[src/rtl/modem_ctl_loop.sv]
module modem_ctl_loop #(
  parameter int SYNC_STAGES = 2
) (
  input  logic       clk,
  input  logic       rst_n,
  input  logic       ctl_wr,
  input  logic [7:0] ctl_wdata,
  output logic [7:0] ctl_rdata,
  input  logic       sts_rd,
  output logic [7:0] sts_rdata,
  input  logic       cts_n,
  input  logic       dsr_n,
  input  logic       ri_n,
  input  logic       cd_n,
  output logic       dtr_n,
  output logic       rts_n,
  output logic       op2_n,
  output logic       loop_sel,
  output logic       irq_drive_en,
  output logic       msi_req
);
  localparam int LAST = SYNC_STAGES - 1;

  logic [4:0] ctl_q;
  logic [3:0] pin_sync [SYNC_STAGES];
  logic [3:0] line_now, line_q, set_vec, delta_q;

  always_ff @(posedge clk or negedge rst_n)
    if (!rst_n) ctl_q <= '0;
    else if (ctl_wr) ctl_q <= ctl_wdata[4:0];

  always_ff @(posedge clk or negedge rst_n)
    if (!rst_n) begin
      for (int i = 0; i < SYNC_STAGES; i++) pin_sync[i] <= 4'hF;
    end else begin
      pin_sync[0] <= {cd_n, ri_n, dsr_n, cts_n};
      for (int i = 1; i < SYNC_STAGES; i++) pin_sync[i] <= pin_sync[i-1];
    end

  // line order {cd, ri, dsr, cts}; loopback feeds {op2, op1, dtr, rts}
  assign line_now = ctl_q[4] ? {ctl_q[3], ctl_q[2], ctl_q[0], ctl_q[1]}
                             : ~pin_sync[LAST];

  assign set_vec = {line_q[3] ^ line_now[3],
                    line_q[2] & ~line_now[2],
                    line_q[1] ^ line_now[1],
                    line_q[0] ^ line_now[0]};

  always_ff @(posedge clk or negedge rst_n)
    if (!rst_n) begin
      line_q  <= '0;
      delta_q <= '0;
    end else begin
      line_q  <= line_now;
      delta_q <= (sts_rd ? 4'b0 : delta_q) | set_vec;
    end

  assign ctl_rdata    = {3'b000, ctl_q};
  assign sts_rdata    = {line_now, delta_q};
  assign loop_sel     = ctl_q[4];
  assign dtr_n        = ctl_q[4] | ~ctl_q[0];
  assign rts_n        = ctl_q[4] | ~ctl_q[1];
  assign op2_n        = ctl_q[4] | ~ctl_q[3];
  assign irq_drive_en = ctl_q[3];
  assign msi_req      = |delta_q;

  assert_ctl_write_R1: assert property (@(posedge clk) disable iff (!rst_n)
    ctl_wr |=> ctl_rdata == {3'b000, $past(ctl_wdata[4:0])});

  assert_flags_sticky_R6: assert property (@(posedge clk) disable iff (!rst_n)
    !sts_rd |=> (delta_q & $past(delta_q)) == $past(delta_q));

  assert_ring_rise_ignored_R7: assert property (@(posedge clk) disable iff (!rst_n)
    (!line_q[2] && line_now[2] && !delta_q[2] && !sts_rd) |=> !delta_q[2]);

  assert_read_clears_R8: assert property (@(posedge clk) disable iff (!rst_n)
    (sts_rd && set_vec == 4'b0) |=> delta_q == 4'b0);

  assert_msi_follows_R9: assert property (@(posedge clk) disable iff (!rst_n)
    $rose(msi_req) |-> $past(set_vec) != 4'b0);

  assert_loop_parks_R10: assert property (@(posedge clk) disable iff (!rst_n)
    $rose(loop_sel) |-> (dtr_n && rts_n && op2_n));
endmodule

[config.mk]
export PLATFORM = sky130hd
export DESIGN_NAME = modem_ctl_loop
export DESIGN_NICKNAME = d
export VERILOG_FILES = /design/src/rtl/modem_ctl_loop.sv
export SDC_FILE = /design/constraint.sdc
export NUM_CORES = 1
export LEC_CHECK = 0
export ABC_AREA = 1
export CORE_ASPECT_RATIO = 0.6
export CORE_UTILIZATION = 35
export CTS_BUF_LIST = sky130_fd_sc_hd__clkbuf_8
export CTS_CLUSTER_DIAMETER = 100
export CTS_CLUSTER_SIZE = 12
export DETAILED_ROUTE_END_ITERATION = 16
export PLACE_DENSITY = 0.71
export SYNTH_ARGS = -nofsm -noshare
export SYNTH_HDL_FRONTEND = slang
export SYNTH_SLANG_ARGS = --single-unit
[constraint.sdc]
create_clock -name clk -period 1 [get_ports clk]
set_input_delay 0.2 -clock clk [delete_from_list [all_inputs] [get_ports clk]]
set_output_delay 0.2 -clock clk [all_outputs]
set_load 0.1 [all_outputs]
* Word level (Yosys, flattened, before mapping)
Cells that the tools add are included.
** Storage, ports and cells
- Register bits after elaboration :: 21
- Output and inout bits :: 22
- Word-level logic and storage cells :: 21
- Input port bits :: 16
** Operators by class
- Bitwise logic cells :: 13
- Mux-type cells :: 2
- Reduce and logical (&&, ||, !) cells :: 1
** Operator list (number)
- $mux 4 :: 2
- $not 1->1 :: 4
- $not 4->4 :: 1
- $or 4x4->4 :: 1
- $reduce_or 4->1 :: 1
- $or 1x1->1 :: 3
- $xor 1x1->1 :: 3
- $and 1x1->1 :: 1

* Depth between registers and ports, before layout
- Depth after elaboration :: 5
- Mapped depth :: 6
- Mapped depth without buffers :: 4

* Least setup slack after synthesis
No wires, ideal clock.
- Path type :: register to register
- Start :: register ctl_q[4]
- End :: register line_q[2]
- Stages on the path, launching flop included :: 6
- Setup time :: 385 ps
- Path slack :: -1305 ps
- Data arrival time :: 1920 ps
- Period minus slack after synthesis :: 2305 ps
- Buffers on the path :: 2
- Data required time :: 615 ps
- Cells stage by stage :: dfrtp_1 buf_6 inv_4 buf_12 nand2_2 nand2_1
** Between the ends
- Longest elaborated chain between the ends :: 1
** Ends and longest elaborated chain
- from (decl) :: line 24 : logic [4:0] ctl_q;
- from (signal assigned) :: line 30 : else if (ctl_wr) ctl_q <= ctl_wdata[4:0];
- $mux 4 :: line 41 : assign line_now = ctl_q[4] ? {ctl_q[3], ctl_q[2], ctl_q[0], ctl_q[1]}
- named net sts_rdata[6] :: line 10 : output logic [7:0] sts_rdata,
- to (signal assigned) :: line 54 : line_q <= line_now;
- to (decl) :: line 26 : logic [3:0] line_now, line_q, set_vec, delta_q;
The timed path passes the listed nets, and every way through them passes these cells.
A chain may end at the register's enable or synchronous reset.

* Worst setup path in the final report
- Start :: register ctl_q[4]
- End :: output sts_rdata[5]
** Between the ends
- Longest elaborated chain between the ends :: 1
** Ends and longest elaborated chain (line)
- $mux 4 :: 41
- to (decl) :: 10
No other way between the ends.

==> out/results.env <==
DETAIL_ROUTE.WL_PER_CELL_MICRONS=13.64
LAYOUT.FILLER_CELLS=136
CORE_REGION_AREA_SQ_UM=2293
GLOBALPLACE.CONGESTION=0.7639
DETAILEDROUTE.FIRSTITERATIONVIOLATIONS=11
POWER.DENSITY_CELL_AREA_nW_PER_UM2=1787
PORT-BUFFER-COUNT=31
PLACEMENTROWS=13
ACHIEVABLE-FREQUENCY_MHz=658.8
DETAILEDPLACEMENTHPWL_MICRONS=1702
START_KIND='flip-flop'
FINAL_CELLS=173
HTREE_LEVELS=1
HEIGHT_OF_THE_CHIP_MICRONS=41.25
COMB_POWER_SHARE=0.509
ROUTE.FINAL.WIRE_LENGTH_MICRONS=2360
POWER.STATIC_LEAKAGE_nW=0.8492
FLOORPLAN.DIE.WIDTH_MICRONS=67.41
FINALMAXSLEWVIOLATIONS=0
CLOCKPOWERSHARE=0.175
POSTSYNTHREGISTERBITS=21
TOTAL_INSTANCE_COUNT_AFTER_DETAILED_PLACEMENT=164
ANTENNA_VIOLATING_NETS_POST_ROUTE=0
POST_SYNTH_INST_COUNT=89
INITIAL_ANTENNA_VIOLATION_COUNT=0
FINAL_MIN_PERIOD_OVER_CLOCK_PERIOD=1.518
NUMBER_OF_FAILING_HOLD_ENDPOINTS_AT_THE_FINAL_STAGE=0
DETAILROUTE.VIA_COUNT=754
PEAKVDDDROP_mV=0.8906
CTS.HOLD.BUFFERS_ADDED=0
GRT_PASS1_WL_MICRONS=3629
AREA_USED_BY_MULTI_INPUT_COMBINATIONAL_LOGIC_SQ_UM=411.6
CRITICAL_PATH_CLASS='flip-flop to output port'
MOSTFREQUENTLAYOUTCELL='sky130_fd_sc_hd__buf_12'
GRT_SETUP_UNREPAIRED='true'
FINAL_PERIOD_MINUS_WORST_SETUP_SLACK_NS=1.518
NETSWITCHINGFRACTION=0.4244
INITIAL_UTILIZATION=0.3917
CP_MAX_FO=6
RUN_STATUS='finished, violations left'
YOSYSWARNINGS=0
SYNTH_AREA_PER_CELL_SQ_UM=10.09
CTS_MADE_BUFFERS=3
CLOCK_SINK_COUNT=21
TOTAL_ROUTING_USAGE_GR=0.1943
MOSTFREQUENTLAYOUTCELLS='sky130_fd_sc_hd__buf_12, sky130_fd_sc_hd__nand2_1, sky130_fd_sc_hd__clkdlybuf4s50_1, sky130_fd_sc_hd__buf_4, sky130_fd_sc_hd__buf_6'
FIRST_GLOBAL_VIAS=791
MAX_BUFFERS_ROOT_TO_SINK=2
ROUTE.DETAILED.VIAS_PER_INST=4.358
CRITICAL_PATH.ENDPOINT_TYPE='output port'
MAXCAPVIOLCOUNT=0
WORSTPATHARRIVAL_NS=1.32
CLK_LATENCY_NS=0.27
HOLDCRITPATHCLASS='primary input to async pin'
SYNTH.DISTINCT_CELLS=17
SHARE_SEQ_OF_TOTAL_POWER=0.316
MAXIMUM_NUMBER_OF_PINS_ON_ONE_NET_BEFORE_GLOBAL_ROUTE_REPAIR=22
POST_ROUTE_CELLS_DRIVE_ABOVE_1_SHARE=0.6154
FINALCLOCKSKEW_NS=0.001272
FIN_NETS=160
P_INT_W=0.001918
SWITCHING_POWER_W=0.001414
SEQCELLAREA_SQ_UM=566.8
FIN_WORST_HOLD_SLACK_NS=0.2648
SETUP_TNS_NS=-7.394
CLKSLEWWORSTSETUPHOLDPATHS_NS=0.08
SETUP_VIOL_COUNT_FINAL=23
FINAL_CRITICAL_PATH_SETUP_SLACK_NS=-0.5180
VIOLATIONS='setup timing'
NUM_ANTENNA_CELLS=0
AREA.GROWTH.SYNTH_TO_FINAL_PCT=107.5
DESIGN.PORTCOUNT=38
DRT_FIRST_PASS_ITERS=4
CTS_TREE='done'
SYNTH-SEQ-AREA-SHARE=0.5961
CTSROOTBUFFERMASTER='sky130_fd_sc_hd__clkbuf_8'
SYN-CELL-AREA_SQ_UM=898.4
REQUIRED_NS=0.80
DRCVIOLATIONCOUNT=0
GRT_OVERFLOW=0
DPL_WORST_SLACK_NS=-0.2384
FP.DIEAREA_SQ_UM=2780
-- cells in the mapped netlist --
library cell / instances / area, sq um
sky130_fd_sc_hd__o21ai_0: 5 / 25.02
sky130_fd_sc_hd__nand3b_1: 3 / 22.52
sky130_fd_sc_hd__nor2_1: 2 / 7.510
sky130_fd_sc_hd__inv_1: 9 / 33.78
sky130_fd_sc_hd__nand2_1: 26 / 97.59
sky130_fd_sc_hd__buf_12: 1 / 20.02
sky130_fd_sc_hd__inv_4: 1 / 6.260
sky130_fd_sc_hd__nand2_2: 4 / 25.02
sky130_fd_sc_hd__dfrtp_1: 13 / 325.3
sky130_fd_sc_hd__nand2_4: 2 / 22.52
sky130_fd_sc_hd__nand3_2: 2 / 20.02
sky130_fd_sc_hd__dfstp_2: 8 / 210.2
sky130_fd_sc_hd__conb_1: 1 / 3.750
sky130_fd_sc_hd__buf_6: 1 / 11.26
sky130_fd_sc_hd__nand3_1: 5 / 25.02
sky130_fd_sc_hd__buf_2: 1 / 5.000
sky130_fd_sc_hd__buf_4: 5 / 37.54
-- path summary, 6_finish.rpt --
kind / cells after the start / to / slack, ns / start
setup / recovery: 5 / sts_rdata[5] / -0.52 / ctl_q[4]
hold / removal: 2 / delta_q[3] / 0.26 / rst_n
setup reg to reg: 6 / delta_q[1] / -0.15 / ctl_q[4]
hold reg to reg: 0 / pin_sync[0] / 0.36 / pin_sync[4]
max in group asynchronous: 2 / pin_sync[1] / 0.52 / rst_n
min in group clk: 1 / pin_sync[4] / 0.33 / cts_n
-- power by group through the flow --
stage               registers (W)  logic [W]  clock network (W)
floorplan                 0.00141   0.000631                  0
global placement          0.00105    0.00158                  0
detailed placement        0.00106    0.00159                  0
CTS                       0.00105    0.00167           0.000596
global route              0.00106    0.00176           0.000636
finish                    0.00105    0.00170           0.000584
-- critical path, cell delays in order (launching register included) --
cell and delay [ns]:
sky130_fd_sc_hd__dfrtp_4 0.54, sky130_fd_sc_hd__inv_8 0.10, sky130_fd_sc_hd__buf_6 0.11, sky130_fd_sc_hd__nand2_8 0.06, sky130_fd_sc_hd__nand2_8 0.06, sky130_fd_sc_hd__buf_12 0.17
-- metrics by stage --
stage | cell area, sq um | utilization | total power [W]
detailed placement | 1700 | 0.7414 | 0.002650
global placement | 1700 | 0.7414 | 0.002627
finish | 1864 | 0.8129 | 0.003332
CTS | 1823 | 0.7949 | 0.003313
global route | 1864 | 0.8129 | 0.003454
floorplan | 1074 | - | 0.002045
-- registers in the layout (all words and copies together), names as in the netlist --
| signal | cells |
|---|---|
| line_q | 4 |
| delta_q | 4 |
| pin_sync | 8 |
| ctl_q | 5 |
-- layout make-up --
cell class	instances	area share
Tap cell	30	0.02013
Inverter	10	0.02416
Sequential cell	21	0.3040
Clock inverter	1	0.004027
Timing Repair Buffer	56	0.4047
Multi-Input combinational cell	52	0.2208
Clock buffer	3	0.02215
-- metal layers --
layer  GRT usage  wire length, microns  vias to the layer above
li1            -                     -                      371
met4     0.06383                     8                        0
met2      0.3350                  1185                       26
met5           0                     0                        -
met1      0.2273                  1031                      355
met3     0.07778                   135                        2
-- logic make-up after synthesis --
logic type / synth area share
other: 0.004174
and+or+nand+nor: 0.2451
DFF: 0.5961
AOI/OAI and AO/OA: 0.02785
buffers and inverters: 0.1267
-- timing repair --
action,CTS,global route
gates resized for setup,14,7
setup endpoints to repair,23,24
pin swaps,1,0
buffers inserted,3,3
gates cloned,0,0
No activity file was read; power rests on OpenSTA's default activity.
